`config.mk`:
```
export PLATFORM = sky130hd
export DESIGN_NAME = smb_regslave
export DESIGN_NICKNAME = d
export VERILOG_FILES = /design/src/rtl/smb_pkg.sv /design/src/rtl/smb_line_sync.sv /design/src/rtl/smb_idle_timer.sv /design/src/rtl/smb_regfile.sv /design/src/rtl/smb_regslave.sv
export SDC_FILE = /design/constraint.sdc
export NUM_CORES = 1
export LEC_CHECK = 0
export BUFFER_PORTS_ARGS = -buffer_cell sky130_fd_sc_hd__buf_2
export CELL_PAD_IN_SITES_DETAIL_PLACEMENT = 0
export CELL_PAD_IN_SITES_GLOBAL_PLACEMENT = 1
export CORE_UTILIZATION = 47
export CTS_CLUSTER_SIZE = 16
export DETAILED_ROUTE_END_ITERATION = 12
export GPL_TIMING_DRIVEN = 0
export PLACE_DENSITY = 0.79
export SLEW_MARGIN = 10
export SYNTH_ARGS = -nofsm -noshare
export SYNTH_HDL_FRONTEND = slang
export SYNTH_SLANG_ARGS = --single-unit
```
`constraint.sdc`:
```
create_clock -name clk -period 2.4 [get_ports clk]
set_input_delay 0.24 -clock clk [delete_from_list [all_inputs] [get_ports clk]]
set_output_delay 0.24 -clock clk [all_outputs]
set_load 0.005 [all_outputs]
```
`src/rtl/smb_pkg.sv`:
```
package smb_pkg;
    localparam int SMB_BYTE_W   = 8;
    localparam int SMB_ADDR_W   = 7;
    localparam int SMB_STRAP_W  = 4;
    localparam int SMB_DEF_REGS = 16;
    localparam logic [2:0] SMB_FIXED_HI = 3'b101;

    typedef enum logic [3:0] {
        ST_IDLE,
        ST_ADDR,
        ST_ADDR_ACK,
        ST_PTR,
        ST_PTR_ACK,
        ST_WDATA,
        ST_WDATA_ACK,
        ST_RDATA,
        ST_RACK,
        ST_IGNORE
    } smb_state_t;

    typedef struct packed {
        logic scl;
        logic sda;
        logic rise;
        logic fall;
        logic start;
        logic stop;
    } smb_bus_ev_t;

    function automatic logic smb_addr_hit(input logic [SMB_BYTE_W-1:0] addr_byte,
                                          input logic [SMB_STRAP_W-1:0] strap_bits);
        return addr_byte[SMB_BYTE_W-1:1] == {SMB_FIXED_HI, strap_bits};
    endfunction
endpackage

```
`src/rtl/smb_line_sync.sv`:
```
module smb_line_sync
    import smb_pkg::*;
(
    input  logic        clk,
    input  logic        rst,
    input  logic        scl_in,
    input  logic        sda_in,
    output smb_bus_ev_t ev
);
    logic [1:0] scl_pipe, sda_pipe;
    logic       scl_q, sda_q;

    always_ff @(posedge clk) begin
        if (rst) begin
            scl_pipe <= 2'b11;
            sda_pipe <= 2'b11;
            scl_q    <= 1'b1;
            sda_q    <= 1'b1;
        end else begin
            scl_pipe <= {scl_pipe[0], scl_in};
            sda_pipe <= {sda_pipe[0], sda_in};
            scl_q    <= scl_pipe[1];
            sda_q    <= sda_pipe[1];
        end
    end

    always_comb begin
        ev.scl   = scl_pipe[1];
        ev.sda   = sda_pipe[1];
        ev.rise  = scl_pipe[1] & ~scl_q;
        ev.fall  = ~scl_pipe[1] & scl_q;
        ev.start = scl_pipe[1] & scl_q & sda_q & ~sda_pipe[1];
        ev.stop  = scl_pipe[1] & scl_q & ~sda_q & sda_pipe[1];
    end
endmodule

```
`src/rtl/smb_idle_timer.sv`:
```
module smb_idle_timer #(
    parameter int IDLE_CYCLES = 200
) (
    input  logic clk,
    input  logic rst,
    input  logic scl_s,
    input  logic sda_s,
    output logic bus_idle
);
    localparam int CNT_W = $clog2(IDLE_CYCLES + 1);
    localparam logic [CNT_W-1:0] CNT_MAX = CNT_W'(IDLE_CYCLES);

    logic [CNT_W-1:0] hi_cnt;

    always_ff @(posedge clk) begin
        if (rst) begin
            hi_cnt <= '0;
        end else if (scl_s && sda_s) begin
            if (hi_cnt != CNT_MAX) hi_cnt <= hi_cnt + 1'b1;
        end else begin
            hi_cnt <= '0;
        end
    end

    assign bus_idle = (hi_cnt == CNT_MAX);

    AST_IDLE_NEEDS_HIGH: assert property (@(posedge clk) disable iff (rst)
        $rose(bus_idle) |-> $past(scl_s && sda_s));
    AST_IDLE_DROPS: assert property (@(posedge clk) disable iff (rst)
        (!scl_s || !sda_s) |=> !bus_idle);
endmodule

```
`src/rtl/smb_regfile.sv`:
```
module smb_regfile #(
    parameter int NUM_REGS = 16,
    parameter int DATA_W   = 8,
    localparam int IDX_W   = $clog2(NUM_REGS)
) (
    input  logic              clk,
    input  logic              rst,
    input  logic              wr_en,
    input  logic [IDX_W-1:0]  wr_idx,
    input  logic [DATA_W-1:0] wr_data,
    input  logic [IDX_W-1:0]  rd_idx,
    output logic [DATA_W-1:0] rd_data
);
    logic [DATA_W-1:0] regs [NUM_REGS];

    for (genvar g = 0; g < NUM_REGS; g++) begin : g_reg
        always_ff @(posedge clk) begin
            if (rst)
                regs[g] <= '0;
            else if (wr_en && wr_idx == IDX_W'(g))
                regs[g] <= wr_data;
        end
    end

    assign rd_data = regs[rd_idx];
endmodule

```
`src/rtl/smb_regslave.sv`:
```
module smb_regslave
    import smb_pkg::*;
#(
    parameter int NUM_REGS    = SMB_DEF_REGS,
    parameter int IDLE_CYCLES = 200
) (
    input  logic                   clk,
    input  logic                   rst,
    input  logic                   en,
    input  logic                   scl_in,
    input  logic                   sda_in,
    input  logic [SMB_STRAP_W-1:0] strap,
    output logic                   sda_oe,
    output logic                   bus_idle
);
    localparam int PTR_W = $clog2(NUM_REGS);
    localparam int BCNT_W = $clog2(SMB_BYTE_W + 1);
    localparam logic [BCNT_W-1:0] FULL = BCNT_W'(SMB_BYTE_W);
    localparam logic [PTR_W-1:0] LAST_REG = PTR_W'(NUM_REGS - 1);

    smb_bus_ev_t            ev;
    smb_state_t             state;
    logic [BCNT_W-1:0]      bitcnt;
    logic [SMB_BYTE_W-1:0]  shreg, txreg, rd_data;
    logic [PTR_W-1:0]       ptr, ptr_inc;
    logic                   is_read, host_ack, abort, wr_en;

    smb_line_sync u_sync (
        .clk    (clk),
        .rst    (rst),
        .scl_in (scl_in),
        .sda_in (sda_in),
        .ev     (ev)
    );

    smb_idle_timer #(.IDLE_CYCLES(IDLE_CYCLES)) u_idle (
        .clk      (clk),
        .rst      (rst),
        .scl_s    (ev.scl),
        .sda_s    (ev.sda),
        .bus_idle (bus_idle)
    );

    smb_regfile #(.NUM_REGS(NUM_REGS), .DATA_W(SMB_BYTE_W)) u_regs (
        .clk     (clk),
        .rst     (rst),
        .wr_en   (wr_en),
        .wr_idx  (ptr),
        .wr_data (shreg),
        .rd_idx  (ptr),
        .rd_data (rd_data)
    );

    assign abort   = bus_idle && (state != ST_IDLE);
    assign ptr_inc = (ptr == LAST_REG) ? '0 : ptr + 1'b1;
    assign wr_en   = en && !ev.stop && !ev.start && !abort &&
                     (state == ST_WDATA) && ev.fall && (bitcnt == FULL);

    always_ff @(posedge clk) begin
        if (rst) begin
            state    <= ST_IDLE;
            bitcnt   <= '0;
            shreg    <= '0;
            txreg    <= '0;
            is_read  <= 1'b0;
            host_ack <= 1'b0;
            ptr      <= '0;
            sda_oe   <= 1'b0;
        end else if (!en || ev.stop || abort) begin
            state  <= ST_IDLE;
            bitcnt <= '0;
            sda_oe <= 1'b0;
        end else if (ev.start) begin
            state  <= ST_ADDR;
            bitcnt <= '0;
            sda_oe <= 1'b0;
        end else begin
            case (state)
                ST_ADDR, ST_PTR, ST_WDATA: begin
                    if (ev.rise && bitcnt != FULL) begin
                        shreg  <= {shreg[SMB_BYTE_W-2:0], ev.sda};
                        bitcnt <= bitcnt + 1'b1;
                    end else if (ev.fall && bitcnt == FULL) begin
                        bitcnt <= '0;
                        case (state)
                            ST_ADDR: begin
                                if (smb_addr_hit(shreg, strap)) begin
                                    is_read <= shreg[0];
                                    sda_oe  <= 1'b1;
                                    state   <= ST_ADDR_ACK;
                                end else begin
                                    state   <= ST_IGNORE;
                                end
                            end
                            ST_PTR: begin
                                ptr    <= shreg[PTR_W-1:0];
                                sda_oe <= 1'b1;
                                state  <= ST_PTR_ACK;
                            end
                            default: begin
                                ptr    <= ptr_inc;
                                sda_oe <= 1'b1;
                                state  <= ST_WDATA_ACK;
                            end
                        endcase
                    end
                end
                ST_ADDR_ACK: begin
                    if (ev.fall) begin
                        bitcnt <= '0;
                        if (is_read) begin
                            txreg  <= rd_data;
                            sda_oe <= ~rd_data[SMB_BYTE_W-1];
                            state  <= ST_RDATA;
                        end else begin
                            sda_oe <= 1'b0;
                            state  <= ST_PTR;
                        end
                    end
                end
                ST_PTR_ACK, ST_WDATA_ACK: begin
                    if (ev.fall) begin
                        sda_oe <= 1'b0;
                        bitcnt <= '0;
                        state  <= ST_WDATA;
                    end
                end
                ST_RDATA: begin
                    if (ev.rise && bitcnt != FULL) begin
                        bitcnt <= bitcnt + 1'b1;
                    end else if (ev.fall && bitcnt == FULL) begin
                        sda_oe <= 1'b0;
                        ptr    <= ptr_inc;
                        state  <= ST_RACK;
                    end else if (ev.fall) begin
                        txreg  <= {txreg[SMB_BYTE_W-2:0], 1'b0};
                        sda_oe <= ~txreg[SMB_BYTE_W-2];
                    end
                end
                ST_RACK: begin
                    if (ev.rise) begin
                        host_ack <= ~ev.sda;
                    end else if (ev.fall) begin
                        bitcnt <= '0;
                        if (host_ack) begin
                            txreg  <= rd_data;
                            sda_oe <= ~rd_data[SMB_BYTE_W-1];
                            state  <= ST_RDATA;
                        end else begin
                            sda_oe <= 1'b0;
                            state  <= ST_IGNORE;
                        end
                    end
                end
                default: begin
                    sda_oe <= 1'b0;
                end
            endcase
        end
    end

    AST_EN_LOW_SILENT: assert property (@(posedge clk) disable iff (rst)
        !en |=> !sda_oe);
    AST_OE_RISE_AFTER_FALL: assert property (@(posedge clk) disable iff (rst)
        $rose(sda_oe) |-> $past(ev.fall));
    AST_IGNORE_NO_DRIVE: assert property (@(posedge clk) disable iff (rst)
        (state == ST_IGNORE) |-> !sda_oe);
    AST_PTR_WRAP: assert property (@(posedge clk) disable iff (rst)
        (wr_en && ptr == LAST_REG) |=> (ptr == '0));
    AST_NACK_RELEASE: assert property (@(posedge clk) disable iff (rst)
        (state == ST_RACK && ev.fall && !host_ack && en && !abort) |=> (state == ST_IGNORE && !sda_oe));
    AST_BITCNT_BOUND: assert property (@(posedge clk) disable iff (rst)
        bitcnt <= FULL);
endmodule

```
==> flow_metrics.py, run 1 <==
metrics = {
    "timing": {
        "final.setup.tns_ns": 0,
        "layout_min_cycle_time_ns": 2.34,
        "setup_slack_ns": 0.0553,
        "rsz0062_at_grt": "yes",
        "fin_crit_sh_pct": 97.7,
        "hold_viol_final": 0,
        "max_freq_ghz": 0.426,
        "slew_headroom_pct": 27.3,
        "setup_viol_count_final": 0,
        "whs_ns": 0.279,
        "fin_skew_ns": 0.0114,
        "worstMarginPinSlew_ns": 1.09,
        "maxSlewViolCount": 0,
    },
    "global_routing": {
        "antenna_found_initial": 2,
        "grt_pass1_vias": 5815,
        "grt_pass1_wl_um": 32800,
        "grt_max_degree": 17,
        "track_usage_pct": 24.4,
        "grt_overflow_total": 0,
    },
    "setup_path": {
        "r2r_setup_slack_ns": 0.06,
        "cp_cell_sequence": "buf_1 -> mux4_2 -> a22oi_1 -> a2111oi_1 -> a311o_1",
        "critical_path_required_ns": 2.72,
        "reg2regPathDepth": 5,
        "cpMaxStageDelayCell": "buf_1",
        "timing.rr.end": "txreg[6]$_SDFFE_PP0P_",
        "crit_path_end_kind": "register",
        "slowest_delay_ns": 0.61,
        "worstSetupPathType": "register to register",
        "worstPathMaxFanout": 10,
        "arrival_ns": 2.67,
        "start_kind": "register",
    },
    "layout": {
        "multiInputGateArea_sq_um": 3790,
        "regArea_sq_um": 4810,
        "nFillCells": 1481,
        "fin_cells": 1001,
        "final_util_pct": 55.8,
        "design_area_sq_um": 10000,
        "fin_nets": 776,
        "drive_gt1_share_pct": 19.8,
        "antenna_cells": 0,
        "syn_to_final_growth_pct": 16.2,
    },
    "route": {
        "drtAntennaViolNets": 0,
        "wirelength_um": 21800,
        "drtIter0Drc": 620,
        "routed_via_density": 5.95,
        "drt_first_pass_iters": 5,
        "num_vias": 5953,
        "wl_per_cell_um": 21.8,
        "drc_errors": 0,
    },
    "clock_tree": {
        "clk_path_buf_depth": 2,
        "h-tree-depth": 4,
        "cts_sinks": 176,
        "numCtsBuffers": 17,
        "insertion_delay_ns": 0.44,
        "root_buffer": "clkbuf_16",
        "cts_tree": "done",
        "clk_pin_slew_ns": 0.07,
    },
    "placement": {
        "gp_congestion": 0.891,
        "io_buffer_count": 9,
        "dpl_cell_area_sq_um": 8980,
        "place_hpwl_um": 15300,
        "dpl_worst_slack_ns": -0.945,
        "dp.cells": 953,
    },
    "die": {
        "fp-row-count": 49,
        "dieArea_sq_um": 18900,
        "core_sq_um": 18000,
        "dieHeight_um": 138,
        "initial_core_util_pct": 48.1,
        "die_w_um": 138,
        "io-pin-count": 11,
    },
    "synthesis": {
        "synth_area_per_cell_sq_um": 12.1,
        "ys_seq_area_share_pct": 55.7,
        "synthesis.area_sq_um": 8630,
        "synth_seq_cells": 176,
        "synth_top_area_share_pct": 44.5,
        "synth_edf_count": 128,
        "synth_largest_area_cell": "edfxtp_1",
        "syn_inst": 715,
        "synthTopCellsByArea": "edfxtp_1, dfxtp_1, and2_1",
        "syn_nets": 732,
        "async_flop_share_pct": 0,
        "synth_cell_types": 68,
        "synthFlopType": "edfxtp_1",
        "ys_warn_count": 0,
    },
    "min_path": {
        "hold_class": "primary input to register",
        "whs_endpoint": "is_read$_SDFFE_PP0P_",
        "whs_path_depth": 5,
        "min-delay-start": "en",
    },
    "pwr": {
        "ir_drop_uv": 486,
        "power_density_nw_per_um2": 654,
        "power_leakage_nw": 3.38,
        "finalPower_mw": 6.56,
    },
    "status": {
        "status": "finished, final reports clean",
    },
    "run": {
        "maxCapViolations": 0,
    },
}
registers in the layout (all words and copies together), names as in the netlist, named ones only:
signal and flops:
u_idle.hi_cnt 8, ptr 4, txreg 7, u_sync.sda_pipe 2, bitcnt 4, is_read 1
u_sync.scl_q 1, u_regs.regs 128, shreg 8, u_sync.sda_q 1, sda_oe 1, u_sync.scl_pipe 2
host_ack 1, state 4
critical path: cells and delay by family (launching register included):
kind	cells	cell delay (ns)
compound gates	3	0.82
buf+inv	1	0.61
flops	1	0.37
mux	1	0.43
placed cells by master (no fill, tap or decap), types with 7 or more instances in the layout:
| cell type | n |
|---|---|
| xnor2_1 | 9 |
| a21o_2 | 7 |
| dfxtp_1 | 46 |
| a22oi_1 | 9 |
| buf_4 | 8 |
| nor2_1 | 25 |
| mux2i_1 | 29 |
| nand3_1 | 13 |
| clkbuf_1 | 27 |
| buf_6 | 11 |
| inv_1 | 8 |
| and3_1 | 7 |
| nor2_2 | 10 |
| and2_1 | 130 |
| nor2b_1 | 9 |
| clkbuf_16 | 17 |
| edfxtp_1 | 128 |
| mux4_2 | 21 |
| buf_2 | 15 |
| ha_1 | 8 |
| nor3_1 | 7 |
| a21oi_1 | 23 |
| o21ai_0 | 16 |
| or2_2 | 8 |
| nand2_1 | 26 |
| a221oi_1 | 12 |
synthesized netlist by cell type (all sizes together), types with 3 or more instances:
library cell,instances
a221oi,12
or2,8
buf,16
edfxtp,128
nor2,38
o21bai,6
xnor2,9
inv,9
o31ai,4
nand2b,6
a311o,5
nor2b,10
xor2,5
ha,8
nand3,13
and2,131
a22oi,9
dfxtp,48
mux4,21
and3,7
clkbuf,32
nand4b,4
a21o,9
nor4,7
mux2i,29
nor3,14
a2111oi,7
nand2,26
nand4,6
a21oi,23
o21ai,21
nand3b,3
or3,4
a211oi,5
report_power, final:
| group | internal [mW] | switching, mW |
|---|---|---|
| Sequential | 3.37 | 0.0417 |
| Combinational | 0.106 | 0.165 |
| Clock | 1.65 | 1.23 |
| Total | 5.12 | 1.43 |
repair_timing:
action | 4_1_cts | 5_1_grt
hold buffers | 2 | 0
setup endpoints to repair | 275 | 269
setup buffers | 10 | 5
gates resized for setup | 43 | 29
pin swaps | 10 | 9
endpoints found under the hold margin | 2 | 0
area by class of cell:
type | instances | area share [%]
clock buffers | 17 | 4.24
plain buffers | 47 | 2.48
multi-input cells | 480 | 37.8
repair buffers | 26 | 2.42
flip-flops and latches | 176 | 47.9
well taps | 229 | 2.86
inverters | 11 | 0.424
clock inverters | 15 | 1.80
how the worst max path moves through the flow:
stage	start	to	slack, ns	depth (start not counted)
after floorplan	u_sync.scl_pipe[1]$_SDFF_PP1_	u_regs.regs[0][0]$_SDFFCE_PN0P_	0.009	5
after global placement	u_sync.scl_pipe[1]$_SDFF_PP1_	u_regs.regs[3][1]$_SDFFCE_PN0P_	-0.95	5
after detailed placement	u_sync.scl_pipe[1]$_SDFF_PP1_	u_regs.regs[15][0]$_SDFFCE_PN0P_	-0.94	5
after CTS	u_sync.scl_pipe[1]$_SDFF_PP1_	u_regs.regs[0][7]$_SDFFCE_PN0P_	0.005	7
after global routing	u_idle.hi_cnt[0]$_SDFFE_PP0N_	bus_idle	-0.08	5
final	register	txreg[6]$_SDFFE_PP0P_	0.06	5
kinds of logic (layout without fill, tap and decap cells):
logic type | after synthesis | count (layout) | synth area share [%]
AND/OR/NAND/NOR | 284 | 284 | 19.2
flip-flops | 176 | 176 | 55.7
AO/OA/AOI/OAI | 124 | 124 | 10.5
buffers and inverters | 59 | 116 | 3.23
multiplexers | 50 | 50 | 8.84
XOR/XNOR | 14 | 14 | 1.42
adder cells (fa/ha/maj) | 8 | 8 | 1.16
routing by layer:
metal	share of wire [%]	track usage [%]	wire length, um	vias up
met5	0	0	0	-
met4	2.2	9.89	486	0
met3	4.8	4.30	1050	35
met2	48	38.3	10500	201
met1	45	33.4	9740	2973
li1	-	-	-	2744
(Power assumes the default switching activity.)
==> inputs of run 2 (changes only) <==
--- a/config.mk
+++ b/config.mk
@@ -8,11 +8,11 @@
 export BUFFER_PORTS_ARGS = -buffer_cell sky130_fd_sc_hd__buf_2
 export CELL_PAD_IN_SITES_DETAIL_PLACEMENT = 0
 export CELL_PAD_IN_SITES_GLOBAL_PLACEMENT = 1
-export CORE_UTILIZATION = 47
+export CORE_UTILIZATION = 55
 export CTS_CLUSTER_SIZE = 16
 export DETAILED_ROUTE_END_ITERATION = 12
 export GPL_TIMING_DRIVEN = 0
-export PLACE_DENSITY = 0.79
+export PLACE_DENSITY = 0.86
 export SLEW_MARGIN = 10
 export SYNTH_ARGS = -nofsm -noshare
 export SYNTH_HDL_FRONTEND = slang
==> constraint.sdc (replaced) <==
create_clock -name clk -period 2.7 [get_ports clk]
set_input_delay 0.27 -clock clk [delete_from_list [all_inputs] [get_ports clk]]
set_output_delay 0.27 -clock clk [all_outputs]
set_load 0.005 [all_outputs]
==> run 2 against run 1 <==
Register-to-register slack gained 0.07 ns. Hold slack lost 0.26 ns. Sequential power down 11%. Count of clock-buffer cells in the layout grew 2. Critical path type is now primary input to register. Largest cell class unchanged.
==> flow_metrics.py, run 2 (same netlist as run 1, synthesis figures left out) <==
metrics = {
    "layout": {
        "multiInputGateArea_sq_um": 3680,
        "drive_gt1_share_pct": 14.9,
        "design_area_sq_um": 9740,
        "final_util_pct": 63.8,
        "biggestRegsByFlops": "u_regs.regs: 128 flops, shreg: 8 flops, u_idle.hi_cnt: 8 flops",
        "final_cell_mix": "and2_1, edfxtp_1, dfxtp_1",
        "final_common_cell": "and2_1",
        "syn_to_final_growth_pct": 12.8,
        "largest_reg_flops": 128,
        "top_register": "u_regs.regs",
        "nFillCells": 1210,
        "fin_nets": 768,
        "regArea_sq_um": 4800,
        "antenna_cells": 0,
    },
    "route": {
        "drc_errors": 0,
        "num_vias": 5916,
        "drtAntennaViolNets": 0,
        "routed_via_density": 6.07,
        "drtIter0Drc": 680,
        "wirelength_um": 20800,
        "drt_first_pass_iters": 5,
        "wl_per_cell_um": 21.3,
    },
    "clock_tree": {
        "root_buffer": "clkbuf_16",
        "h-tree-depth": 4,
        "numCtsBuffers": 17,
        "clk_pin_slew_ns": 0.06,
        "cts_sinks": 176,
        "cts_tree": "done",
        "clk_path_buf_depth": 2,
        "insertion_delay_ns": 0.43,
    },
    "global_routing": {
        "grt_max_degree": 17,
        "grt_overflow_total": 0,
        "grt-busiest-layer": "met2",
        "grtUsageMet1_pct": 37.2,
        "antenna_found_initial": 0,
        "grt_pass1_wl_um": 32500,
        "track_usage_pct": 27.7,
        "grtUsageMet2_pct": 44.2,
        "grt_use_met3_pct": 4.98,
        "grt_pass1_vias": 5768,
    },
    "setup_path": {
        "critical_path_required_ns": 2.77,
        "timing.rr.end": "u_regs.regs[13][6]$_SDFFCE_PN0P_",
        "crit_path_end_kind": "register",
        "start_kind": "primary input",
        "r2r_setup_slack_ns": 0.13,
        "reg2regPathDepth": 3,
        "worstSetupPathType": "primary input to register",
        "worstPathMaxFanout": 10,
        "arrival_ns": 2.66,
        "r2r_start": "ptr[2]$_SDFFE_PP0P_",
    },
    "min_path": {
        "whs_endpoint": "u_sync.scl_pipe[0]$_SDFF_PP1_",
        "min-delay-start": "scl_in",
        "whs_path_depth": 2,
        "hold_class": "primary input to register",
    },
    "placement": {
        "dpl_cell_area_sq_um": 8940,
        "gp_congestion": 0.936,
        "io_buffer_count": 9,
        "place_hpwl_um": 14800,
    },
    "timing": {
        "fin_crit_sh_pct": 96.1,
        "worstMarginPinSlew_ns": 1.20,
        "layout_min_cycle_time_ns": 2.59,
        "rsz0062_at_grt": "no",
        "maxSlewViolCount": 0,
        "final.setup.tns_ns": 0,
        "hold_viol_final": 0,
        "max_freq_ghz": 0.386,
        "fin_skew_ns": 0.0105,
        "setup_viol_count_final": 0,
        "slew_headroom_pct": 20.3,
    },
    "die": {
        "dieArea_sq_um": 16200,
        "io-pin-count": 11,
        "core_sq_um": 15300,
        "fp-row-count": 45,
        "initial_core_util_pct": 56.6,
        "dieHeight_um": 127,
        "die_w_um": 127,
    },
    "pwr": {
        "power_density_nw_per_um2": 577,
        "power_leakage_nw": 3.24,
        "ir_drop_uv": 455,
    },
    "run": {
        "maxCapViolations": 0,
    },
    "status": {
        "status": "finished, final reports clean",
    },
}
## run 2: layout make-up
| cell class | count | share of cell area [%] |
|---|---|---|
| Clock buffer | 19 | 4.45 |
| Tap cell | 211 | 2.71 |
| Sequential cell | 176 | 49.3 |
| Multi-Input combinational cell | 480 | 37.8 |
| Buffer | 48 | 2.44 |
| Clock inverter | 13 | 1.32 |
| Timing Repair Buffer | 17 | 1.46 |
| Inverter | 11 | 0.462 |
## run 2: repair_timing
item	CTS	global route
pin swaps	5	3
gates resized for setup	16	9
hold buffers	0	0
setup buffers	5	3
endpoints found under the setup margin	64	211
## run 2: metal layers
metal | vias up | wire length, um
met2 | 237 | 9960
met1 | 2908 | 8770
li1 | 2734 | -
met5 | - | 0
met3 | 37 | 1440
met4 | 0 | 628
## run 2: where the power goes
part           leakage [nW]  internal (mW)  switching, mW
registers              1.60           2.99         0.0351
logic                  1.38         0.0821          0.138
clock network         0.262           1.29           1.08
## run 2: critical path, stage by stage
cell,delay [ns]
clkbuf_1,0.55
clkinv_1,0.47
clkbuf_1,0.35
clkbuf_1,0.56
o21ai_2,0.44
## run 2: how the worst max path moves through the flow
stage | start | endpoint | slack [ns]
2_1_floorplan | u_sync.scl_pipe[1]$_SDFF_PP1_ | u_regs.regs[0][0]$_SDFFCE_PN0P_ | 0.31
3_3_place_gp | u_sync.scl_pipe[1]$_SDFF_PP1_ | u_regs.regs[3][3]$_SDFFCE_PN0P_ | -0.54
3_5_place_dp | u_sync.scl_pipe[1]$_SDFF_PP1_ | u_regs.regs[12][5]$_SDFFCE_PN0P_ | -0.67
4_1_cts | u_sync.scl_pipe[1]$_SDFF_PP1_ | u_regs.regs[13][6]$_SDFFCE_PN0P_ | -0.06
5_1_grt | register | txreg[1]$_SDFFE_PP0P_ | 0.03
6_report | rst | u_regs.regs[13][6]$_SDFFCE_PN0P_ | 0.11
## run 2: stage by stage
stage / total power, mW / hold slack (ns) / setup WS (ns) / std cells
after floorplan: 3.21 / 0.374 / 0.309 / 715
after global placement: 3.27 / 0.394 / -0.536 / 935
after detailed placement: 3.29 / 0.403 / -0.668 / 935
after CTS: 5.63 / 0.00567 / -0.0604 / 972
after global routing: 5.77 / 0.00557 / 0.0261 / 975
final: 5.62 / 0.0218 / 0.107 / 975
==> inputs of run 3 (changes only) <==
--- a/config.mk
+++ b/config.mk
@@ -5,12 +5,13 @@
 export SDC_FILE = /design/constraint.sdc
 export NUM_CORES = 1
 export LEC_CHECK = 0
-export BUFFER_PORTS_ARGS = -buffer_cell sky130_fd_sc_hd__buf_2
+export CAP_MARGIN = 40
 export CELL_PAD_IN_SITES_DETAIL_PLACEMENT = 0
 export CELL_PAD_IN_SITES_GLOBAL_PLACEMENT = 1
 export CORE_UTILIZATION = 55
 export CTS_CLUSTER_SIZE = 16
 export DETAILED_ROUTE_END_ITERATION = 12
+export DONT_BUFFER_PORTS = 1
 export GPL_TIMING_DRIVEN = 0
 export PLACE_DENSITY = 0.86
 export SLEW_MARGIN = 10
==> run 3 against run 2 <==
Maximum frequency rose by 1.1%. Critical endpoint is now u_regs.regs[7][6]$_SDFFCE_PN0P_. Routed wire length rose by 1.6%. Clock skew is 0.0032 ns lower. Via count up 1.0%.
==> flow_metrics.py, run 3 (same netlist as run 1, synthesis figures left out) <==
metrics = {
    "die": {
        "io-pin-count": 11,
        "dieHeight_um": 127,
        "initial_core_util_pct": 56.6,
        "dieArea_sq_um": 16200,
        "die_w_um": 127,
        "fp-row-count": 45,
        "core_sq_um": 15300,
    },
    "route": {
        "routed_via_density": 6.14,
        "drtAntennaViolNets": 0,
        "drtIter0Drc": 654,
        "num_vias": 5976,
        "drc_errors": 0,
        "wirelength_um": 21100,
        "drt_first_pass_iters": 5,
        "wl_per_cell_um": 21.7,
    },
    "timing": {
        "fin_crit_sh_pct": 95.0,
        "layout_min_cycle_time_ns": 2.56,
        "slew_headroom_pct": 43.7,
        "setup_viol_count_final": 0,
        "max_freq_ghz": 0.390,
        "fin_skew_ns": 0.00730,
        "hold_viol_final": 0,
        "worstMarginPinSlew_ns": 0.845,
        "setup_slack_ns": 0.135,
        "whs_ns": 0.245,
        "rsz0062_at_grt": "no",
        "maxSlewViolCount": 0,
    },
    "clock_tree": {
        "numCtsBuffers": 17,
        "insertion_delay_ns": 0.44,
        "cts_tree": "done",
        "clk_path_buf_depth": 2,
        "root_buffer": "clkbuf_16",
        "h-tree-depth": 4,
        "clk_pin_slew_ns": 0.07,
        "cts_sinks": 176,
    },
    "layout": {
        "largest_reg_flops": 128,
        "final_common_cell": "and2_1",
        "drive_gt1_share_pct": 14.1,
        "nFillCells": 1170,
        "biggestRegsByFlops": "u_regs.regs: 128 flops, shreg: 8 flops, u_idle.hi_cnt: 8 flops",
        "final_cell_mix": "and2_1, edfxtp_1, dfxtp_1",
        "multiInputGateArea_sq_um": 3630,
        "regArea_sq_um": 4800,
        "fin_nets": 765,
        "fin_cells": 973,
        "syn_to_final_growth_pct": 12.5,
        "design_area_sq_um": 9710,
        "top_register": "u_regs.regs",
    },
    "setup_path": {
        "critical_path_required_ns": 2.84,
        "slowest_delay_ns": 0.67,
        "arrival_ns": 2.70,
        "cp_top_family": "compound AO/OA/AOI/OAI gates",
        "crit_path_end_kind": "register",
        "cpMaxStageDelayCell": "o41ai_2",
        "cp_cell_sequence": "inv_1 -> ha_1 -> nand4b_1 -> o41ai_2 -> nor3_1 -> and3_1 -> a21o_1",
        "start_kind": "register",
        "cp_num_buf_inv": 1,
        "worstPathMaxFanout": 8,
        "worstSetupPathType": "register to register",
    },
    "placement": {
        "gp_congestion": 0.901,
        "dpl_cell_area_sq_um": 8920,
        "io_buffer_count": 0,
        "dpl_worst_slack_ns": -0.394,
        "dp.cells": 929,
        "place_hpwl_um": 14800,
    },
    "pwr": {
        "power_density_nw_per_um2": 598,
        "power_leakage_nw": 3.22,
        "ir_drop_uv": 570,
    },
    "global_routing": {
        "antenna_found_initial": 0,
        "grt_pass1_vias": 5799,
        "grt_pass1_wl_um": 32200,
        "track_usage_pct": 27.4,
        "grt_max_degree": 17,
        "grt_overflow_total": 0,
    },
    "status": {
        "status": "finished, final reports clean",
    },
    "run": {
        "maxCapViolations": 0,
    },
    "min_path": {
        "hold_class": "primary input to register",
    },
}
run 3: through the flow:
step	setup TNS (ns)	total power, mW	util (%)
4_1_cts	-0.847	5.81	63.4
3_3_place_gp	-34.27	3.27	58.3
2_1_floorplan	0	3.21	-
6_report	0	5.81	63.6
5_1_grt	0	5.94	63.6
3_5_place_dp	-16.01	3.28	58.5
run 3: path summary, 6_finish.rpt:
path / start / end / slack, ns / depth (start not counted)
setup / recovery: u_idle.hi_cnt[0]$_SDFFE_PP0N_ / u_regs.regs[7][6]$_SDFFCE_PN0P_ / 0.14 / 7
hold / removal: en / state[2]$_SDFFE_PP0P_ / 0.24 / 3
setup reg to reg: u_idle.hi_cnt[0]$_SDFFE_PP0N_ / u_regs.regs[7][6]$_SDFFCE_PN0P_ / 0.14 / 7
hold reg to reg: u_sync.sda_pipe[0]$_SDFF_PP1_ / u_sync.sda_pipe[1]$_SDFF_PP1_ / 0.42 / 1
run 3: metal layers:
| layer | routed length, um | share of wire (%) | track usage [%] | up-vias |
|---|---|---|---|---|
| met4 | 518 | 2.5 | 9.59 | 0 |
| li1 | - | - | - | 2729 |
| met3 | 1610 | 7.6 | 6.45 | 54 |
| met5 | 0 | 0 | 0 | - |
| met2 | 10100 | 48 | 44.1 | 259 |
| met1 | 8900 | 42 | 36.6 | 2934 |
run 3: what timing repair did:
item | 4_1_cts | 5_1_grt
setup buffers | 7 | 1
hold buffers | 2 | 0
setup endpoints to repair | 62 | 62
endpoints found under the hold margin | 2 | 0
pin swaps | 4 | 1
resized for setup | 10 | 5
run 3: area by class of cell:
| type | instances | area share [%] |
|---|---|---|
| flip-flops and latches | 176 | 49.5 |
| repair buffers | 14 | 1.25 |
| clock buffers | 17 | 4.38 |
| plain buffers | 48 | 2.45 |
| well taps | 211 | 2.72 |
| multi-input cells | 480 | 37.4 |
| inverters | 11 | 0.425 |
| diodes | 1 | 0.0258 |
| clock inverters | 15 | 1.89 |
run 3: worst reg2reg max path: cells and delay by family, from the launching register on:
family	cells	cell delay (ns)
and+or+nand+nor	3	0.68
adders and majority gates	1	0.15
AOI/OAI and AO/OA	2	0.99
DFF	1	0.35
buffers and inverters	1	0.10
run 3: report_power, final:
| group | switching, mW | internal, mW | leakage [nW] |
|---|---|---|---|
| Combinational | 0.134 | 0.0759 | 1.33 |
| Sequential | 0.0350 | 2.99 | 1.60 |
| Clock | 1.10 | 1.47 | 0.286 |
| Total | 1.27 | 4.54 | 3.22 |
